--- src/rtl/fdiv_pkg.sv ---
package fdiv_pkg;

  // Strobes sent from the sequencing control to the period datapath.
  typedef struct packed {
    logic clear;   // force the period counter to zero
    logic run;     // let the period counter advance
    logic selN1;   // use the second divisor limit
  } divStrobe_t;

  localparam int MODE_W   = 2;
  localparam logic [MODE_W-1:0] MODE_DIVIDED = 2'd1;

endpackage

--- src/rtl/fdiv_datapath.sv ---
module fdiv_datapath
  import fdiv_pkg::*;
#(
  parameter int CNT_W = 12
) (
  input  logic             clk,
  input  logic             rstN,
  input  divStrobe_t       strobe,
  input  logic [CNT_W-1:0] n0Lim,
  input  logic [CNT_W-1:0] n1Lim,
  output logic             periodEnd
);

  logic [CNT_W-1:0] divCnt;
  logic [CNT_W-1:0] limit;

  // The limit is the stored field, i.e. divisor minus one.
  assign limit     = strobe.selN1 ? n1Lim : n0Lim;
  assign periodEnd = strobe.run && (divCnt == limit);

  always_ff @(posedge clk) begin
    if (!rstN) begin
      divCnt <= '0;
    end else if (strobe.clear) begin
      divCnt <= '0;
    end else if (strobe.run) begin
      if (periodEnd) divCnt <= '0;
      else           divCnt <= divCnt + 1'b1;
    end
  end

  // counter never passes the active divisor limit
  p_cnt_within_limit_r5: assert property (@(posedge clk) disable iff (!rstN)
    strobe.run |-> (divCnt <= limit));

  // a clear request leaves the counter at zero
  p_clear_zeroes_r8: assert property (@(posedge clk) disable iff (!rstN)
    strobe.clear |=> (divCnt == '0));

endmodule

--- src/rtl/fdiv_ctrl.sv ---
module fdiv_ctrl
  import fdiv_pkg::*;
#(
  parameter int              DATA_W    = 32,
  parameter int              CNT_W     = 12,
  parameter int              ADDR_W    = 8,
  parameter logic [ADDR_W-1:0] BASE_ADDR = 8'h28
) (
  input  logic              clk,
  input  logic              rstN,
  input  logic              wrEn,
  input  logic [ADDR_W-1:0] wrAddr,
  input  logic [DATA_W-1:0] wrData,
  input  logic              periodEnd,
  output divStrobe_t        strobe,
  output logic [CNT_W-1:0]  n0Lim,
  output logic [CNT_W-1:0]  n1Lim,
  output logic              tickOut
);

  localparam int NUM_REGS = 2;
  localparam int STRIDE   = 4;
  localparam int LO_LSB   = 0;
  localparam int HI_LSB   = CNT_W;
  localparam int GATE_BIT = DATA_W - 1;
  localparam int MODE_LSB = DATA_W - 4;

  logic [DATA_W-1:0]   cfgReg [NUM_REGS];
  logic [NUM_REGS-1:0] hitVec;
  logic                restart;
  logic                gateOn;
  logic                modeOn;
  logic [CNT_W-1:0]    m0Lim;
  logic [CNT_W-1:0]    m1Lim;
  logic [CNT_W-1:0]    repLim;
  logic [CNT_W-1:0]    repCnt;
  logic                phase;

  // Register bank: one decoded register per word offset.
  for (genvar g = 0; g < NUM_REGS; g++) begin : gRegs
    assign hitVec[g] = wrEn && (wrAddr == ADDR_W'(BASE_ADDR + STRIDE * g));
    always_ff @(posedge clk) begin
      if (!rstN)          cfgReg[g] <= '0;
      else if (hitVec[g]) cfgReg[g] <= wrData;
    end
  end

  assign restart = |hitVec;
  assign gateOn  = cfgReg[0][GATE_BIT];
  assign modeOn  = (cfgReg[0][MODE_LSB +: MODE_W] == MODE_DIVIDED);
  assign n0Lim   = cfgReg[0][LO_LSB +: CNT_W];
  assign n1Lim   = cfgReg[0][HI_LSB +: CNT_W];
  assign m0Lim   = cfgReg[1][LO_LSB +: CNT_W];
  assign m1Lim   = cfgReg[1][HI_LSB +: CNT_W];
  assign repLim  = phase ? m1Lim : m0Lim;

  always_comb begin
    strobe.clear = restart || !gateOn;
    strobe.run   = gateOn && !restart;
    strobe.selN1 = phase;
  end

  always_ff @(posedge clk) begin
    if (!rstN) begin
      phase   <= 1'b0;
      repCnt  <= '0;
      tickOut <= 1'b0;
    end else if (strobe.clear) begin
      phase   <= 1'b0;
      repCnt  <= '0;
      tickOut <= 1'b0;
    end else begin
      tickOut <= periodEnd && modeOn;
      if (periodEnd) begin
        if (repCnt == repLim) begin
          repCnt <= '0;
          phase  <= ~phase;
        end else begin
          repCnt <= repCnt + 1'b1;
        end
      end
    end
  end

  // gate off means no pulse on the following cycle
  p_gate_off_quiet_r8: assert property (@(posedge clk) disable iff (!rstN)
    !gateOn |=> !tickOut);

  // a pulse only follows a cycle in divided-output mode
  p_mode_gates_tick_r9: assert property (@(posedge clk) disable iff (!rstN)
    tickOut |-> $past(modeOn));

  // a register write returns the sequence to the first group
  p_restart_phase0_r10: assert property (@(posedge clk) disable iff (!rstN)
    restart |=> (!phase && repCnt == '0));

  // repeat counter stays inside the active group length
  p_rep_bounded_r6: assert property (@(posedge clk) disable iff (!rstN)
    strobe.run |-> (repCnt <= repLim));

endmodule

--- src/rtl/frac_clk_div.sv ---
module frac_clk_div
  import fdiv_pkg::*;
#(
  parameter int                DATA_W    = 32,
  parameter int                CNT_W     = 12,
  parameter int                ADDR_W    = 8,
  parameter logic [ADDR_W-1:0] BASE_ADDR = 8'h28
) (
  input  logic              clk,
  input  logic              rstN,
  input  logic              wrEn,
  input  logic [ADDR_W-1:0] wrAddr,
  input  logic [DATA_W-1:0] wrData,
  output logic              tickOut
);

  divStrobe_t       strobe;
  logic [CNT_W-1:0] n0Lim;
  logic [CNT_W-1:0] n1Lim;
  logic             periodEnd;

  fdiv_ctrl #(
    .DATA_W(DATA_W), .CNT_W(CNT_W), .ADDR_W(ADDR_W), .BASE_ADDR(BASE_ADDR)
  ) ctrl_i (
    .clk(clk), .rstN(rstN), .wrEn(wrEn), .wrAddr(wrAddr), .wrData(wrData),
    .periodEnd(periodEnd), .strobe(strobe), .n0Lim(n0Lim), .n1Lim(n1Lim),
    .tickOut(tickOut)
  );

  fdiv_datapath #(
    .CNT_W(CNT_W)
  ) dp_i (
    .clk(clk), .rstN(rstN), .strobe(strobe), .n0Lim(n0Lim), .n1Lim(n1Lim),
    .periodEnd(periodEnd)
  );

endmodule

--- config.mk ---
export PLATFORM = sky130hd
export DESIGN_NAME = frac_clk_div
export DESIGN_NICKNAME = d
export VERILOG_FILES = /design/src/rtl/fdiv_pkg.sv /design/src/rtl/fdiv_datapath.sv /design/src/rtl/fdiv_ctrl.sv /design/src/rtl/frac_clk_div.sv
export SDC_FILE = /design/constraint.sdc
export NUM_CORES = 1
export LEC_CHECK = 0
export ABC_AREA = 1
export BUFFER_PORTS_ARGS = -buffer_cell sky130_fd_sc_hd__buf_2
export CAP_MARGIN = 20
export CORE_MARGIN = 4
export CORE_UTILIZATION = 63
export CTS_CLUSTER_DIAMETER = 120
export DETAILED_ROUTE_END_ITERATION = 6
export HOLD_SLACK_MARGIN = 0.15
export PLACE_DENSITY_LB_ADDON = 0.25
export SKIP_CTS_REPAIR_TIMING = 1
export SYNTH_ARGS = -nofsm -noshare
export SYNTH_HDL_FRONTEND = slang
export SYNTH_SLANG_ARGS = --single-unit
--- constraint.sdc ---
create_clock -name clk -period 8.31 [get_ports clk]
set_input_delay 0.831 -clock clk [delete_from_list [all_inputs] [get_ports clk]]
set_output_delay 0.831 -clock clk [all_outputs]
set_load 0.02 [all_outputs]
# Yosys cells after proc, flatten, opt, wreduce, memory -nomap -nowiden
# Memory sizes are Yosys's and may differ from the RTL's.
# Index checks and enable logic that the tools add are counted.
# W data, S select, Z words.
dict set report op_classes {
  addsub 2
  reduce_logical 11
  bitwise 4
  n_mux 13
  eq_ne 5
}
# cell count
set ops {}
lappend ops {{$mux W32} 2}
lappend ops {{$mux W12} 4}
lappend ops {{$add A12 B1 Y12 const B} 2}
lappend ops {{$eq A12 B12 Y1} 2}
lappend ops {{$eq A8 B6 Y1 const B} 2}
lappend ops {{$mux W1} 7}
lappend ops {{$logic_and A1 B1 Y1} 5}
lappend ops {{$reduce_or A2 Y1} 2}
lappend ops {{$eq A2 B1 Y1 const B} 1}
lappend ops {{$logic_not A1 Y1} 2}
lappend ops {{$not A1 Y1} 2}
lappend ops {{$or A1 B1 Y1} 2}
lappend ops {{$reduce_and A2 Y1} 1}
lappend ops {{$logic_or A1 B1 Y1} 1}
dict set report totals {
  mem_bits_rw 64
  wordCells 40
  register_bits 26
  n_memories 1
}
# name depth word_bits read_ports rd_ports_with_merged_regs write_ports line_no
set memory_table {}
lappend memory_table {ctrl_i.cfgReg 2 32 2 0 2 fdiv_ctrl.sv:28} ;# logic [DATA_W-1:0] cfgReg [NUM_REGS];

# Longest topological paths before layout
dict set report depth {
  ltp_word 7
  ltp_mapped 15
}

# Hierarchy
# Synthesis repeated with hierarchy kept, for this count alone.
dict set report unflattened {
  cells_unflattened 625
  hier_area_um2 4601.9
}
# mod cells_each instances area_each_um2 seq_area_each_um2
set by_module_without_submodules {}
lappend by_module_without_submodules {fdiv_ctrl 417 1 3465.8 1811.7}
lappend by_module_without_submodules {fdiv_datapath 208 1 1136.1 240.2}

# Least setup slack after synthesis
# No wires, ideal clock.
dict set report synth_path {
  path_kind {input port to flip-flop}
  startpoint {input wrAddr[7]}
  endpoint {memory ctrl_i.cfgReg[0][0], enable pin}
  required_ps 7861
  path_stages 3
  path_buffers 0
  arrival_time_ps 3030
  setup_time_ps 449
  slack_ps 4831
  cell_sequence {nor2_1 nand3_1 o21ai_0}
}
# item line_no
set synth_lines {}
lappend synth_lines {{from (decl)} frac_clk_div.sv:12} ;# input logic [ADDR_W-1:0] wrAddr,
lappend synth_lines {{to (decl)} fdiv_ctrl.sv:28}

# Worst setup path after layout
dict set report layout_path {
  startpoint {register ctrl_i.phase}
  endpoint {register ctrl_i.repCnt[2]}
}
dict set report layout_via {
  elab_chain_cells 3
  word_cells_on_any_way 6
  cone_classes {eq/ne: 2; mux: 3; reduce/logical: 1}
}
# item line_no
set layout_rtl {}
lappend layout_rtl {{from (decl)} fdiv_ctrl.sv:37} ;# logic phase;
lappend layout_rtl {{from (signal assigned)} fdiv_ctrl.sv:77} ;# phase <= ~phase;
lappend layout_rtl {{$mux W12, on equally long branches} {fdiv_ctrl.sv:55, fdiv_datapath.sv:18}}
lappend layout_rtl {{$eq A12 B12 Y1, on equally long branches} {fdiv_ctrl.sv:75, fdiv_datapath.sv:19}}
lappend layout_rtl {{$mux W12 / $logic_and A1 B1 Y1 (equally long branches)} {fdiv_ctrl.sv:75, fdiv_datapath.sv:19}}
lappend layout_rtl {{to (signal assigned)} fdiv_ctrl.sv:79} ;# repCnt <= repCnt + 1'b1;
lappend layout_rtl {{to (decl)} fdiv_ctrl.sv:36} ;# logic [CNT_W-1:0] repCnt;
# Several ways; a longest one is shown, not always the timed one.
# A chain may end at the register's enable or synchronous reset.

==> impl_metrics.toml <==
[sta]
grt_setup_unrepaired = "no"
setup-tns-final_ns = 0
min_period_over_period_pct = 32.9
clock.fmax_mhz = 365
final.setup_skew_ns = 0.0101
slew_headroom_pct = 41.8
hold_violations = 0
finalMaxSlewViolations = 0
fin_ws_ns = 5.57
setup-violations-final = 0
finalCriticalPeriod_ns = 2.74
tightestPinTransition_ns = 0.870

[drt]
drcViolationCount = 0
ant_nets = 0
wirelength_mm = 8.93
wire_per_inst_um = 13.6
viasPerCell = 5.25
drt-initial-drc-count = 265
num_vias = 3461
first_pass_iters = 5

[floorplanning]
die_x_um = 87.8
die_area_mm2 = 0.00771
placeableCoreArea_mm2 = 0.00606
fp.dieH_um = 87.8
start_util_pct = 66.2
row_count = 28
ios = 44

[critical_path]
startpoint_type = "flip-flop"
crit_required_ns = 8.55
ff2ff_path_depth = 11
cp.arrival_ns = 2.97
crit_path_end_kind = "flip-flop"
critPathKind = "reg2reg"
cp_max_fo = 25

[logic_synthesis]
syn_area_mm2 = 0.00401
ys.warnings.count = 0
ys_ff_latch = 77
synth-main-ff-cell = "edfxtp_1"
synth_area_per_cell_um2 = 7.46
ys_seq_area_share_pct = 51.2
async_flop_share_pct = 0
synth_fp_nets = 583
syn_inst = 538
yosysUniqueCellTypes = 25
synth-edff-count = 51

[clock_tree]
cts_tree = "built"
clock-sinks = 77
clockRootBuffer = "clkbuf_8"
insertion_delay_ns = 0.35
clk_pin_slew_ns = 0.08
cts.htree.levels = 3
numCtsBuffers = 9
clk_path_buf_depth = 2

[finish]
seq_area_mm2 = 0.00205
drive_above_1_share_pct = 11.3
final.fill_count = 469
multi_input_area_mm2 = 0.00160
syn_to_final_growth_pct = 12.1
final_util_pct = 74.2
final_nets = 624
antennaDiodeCount = 0

[power_and_ir_drop]
p_leak_nw = 2.09
p_per_area_mw_per_mm2 = 174
peakVddDrop_mv = 0.212

[placed_design]
gp_congestion = 0.892
dp_slack_ns = 4.95
hpwlAfterDp_mm = 6.37
port_buffers = 38

[global_routing]
grt_pass1_vias = 3457
grt_usage_pct = 25.9
grt_overflow = 0
antenna_found_initial = 0
grt_pass1_wl_mm = 15.4
grt_max_degree = 34

[run]
maxCapViolations = 0

[run_status]
status = "finished, final reports clean"

[worst_hold_path]
hold_path.class = "reg2reg"
holdPathStages = 1
-- worst max-delay path, stage by stage (launching register included) --
cell	delay (ns)
dfxtp_1	0.65
inv_2	0.35
nand2_1	0.17
nand3_1	0.08
nand2_1	0.11
nand3_1	0.09
nor2_1	0.13
nand2_1	0.08
nor2_2	0.46
nor2_1	0.30
nand2_1	0.13
nand2_1	0.06
-- cell type report --
type                            instances  share of cell area (%)
Clock inverter                          3                   0.890
Tap cell                               75                    2.09
Inverter                               80                    6.68
Multi-Input combinational cell        370                    35.6
Clock buffer                           13                    4.03
Timing Repair Buffer                   41                    5.06
Sequential cell                        77                    45.6
-- path summary, 6_finish.rpt --
path	from	slack (ns)	to
max	ctrl_i.phase$_SDFFE_PP0P_	5.57	ctrl_i.repCnt[2]$_SDFFE_PP0P_
max reg2reg	ctrl_i.phase$_SDFFE_PP0P_	5.57	ctrl_i.repCnt[2]$_SDFFE_PP0P_
min	ctrl_i.cfgReg[0][29]$_SDFFCE_PN0P_	0.42	ctrl_i.tickOut$_SDFF_PP0_
min reg2reg	ctrl_i.cfgReg[0][29]$_SDFFCE_PN0P_	0.42	ctrl_i.tickOut$_SDFF_PP0_
-- through the flow --
stage | hold slack (ns) | cell area, um2 | std cells | total power (W)
2_1_floorplan | 0.391 | 4010 | 538 | 0.000460
3_3_place_gp | 0.395 | 4250 | 641 | 0.000477
3_5_place_dp | 0.402 | 4260 | 642 | 0.000480
4_1_cts | 0.413 | 4480 | 658 | 0.000784
5_1_grt | 0.453 | 4500 | 659 | 0.000812
6_report | 0.415 | 4500 | 659 | 0.000783
-- synthesized netlist by cell type, types with 5 or more instances --
master    number  share of area (%)
nor2_2         5               0.78
nand4_1        7                1.1
dfxtp_1       26                 13
inv_1         78                7.3
clkbuf_1       5               0.47
nand3_1       38                4.7
nor3_1         7               0.87
nor2_1        93                8.7
o21ai_0        6               0.75
edfxtp_1      51                 38
xor2_1        11                2.4
nand2_1      188                 18
-- metal layers --
layer	share of wire, %	GRT usage (%)	vias to the layer above
met5	0	0	-
met3	5.9	3.76	26
li1	-	-	1746
met2	49	45.0	127
met1	43	31.9	1562
met4	2.7	11.7	0
-- registers in the layout, indices dropped and copies added (netlist names) --
name / flops
ctrl_i.cfgReg: 51
ctrl_i.repCnt: 12
dp_i.divCnt: 12
ctrl_i.phase: 1
ctrl_i.tickOut: 1
-- where the power goes --
part	leakage (nW)	switching (W)	total (W)	internal (W)
Combinational	1.29	0.0000306	0.0000475	0.0000169
Sequential	0.694	0.00000490	0.000425	0.000420
Clock	0.114	0.000136	0.000310	0.000175
-- placed cells by master (no fill, tap or decap), types with 5 or more instances in the layout --
master	synthesis	final
nor2_2	5	5
nand4_1	7	7
clkbuf_8	0	9
inv_1	78	78
edfxtp_1	51	51
dfxtp_1	26	26
nand2_1	188	188
nand3_1	38	38
xor2_1	11	11
buf_2	1	38
nor2_1	93	93
nor3_1	7	7
-- cell families after synthesis --
logic type,share of synthesized area [%]
buffers and inverters,9.11
XOR/XNOR,2.40
AND/OR/NAND/NOR,35.4
adder cells (fa/ha/maj),0.624
AO/OA/AOI/OAI,1.31
flip-flops,51.2
No activity file was read; power rests on OpenSTA's default activity.
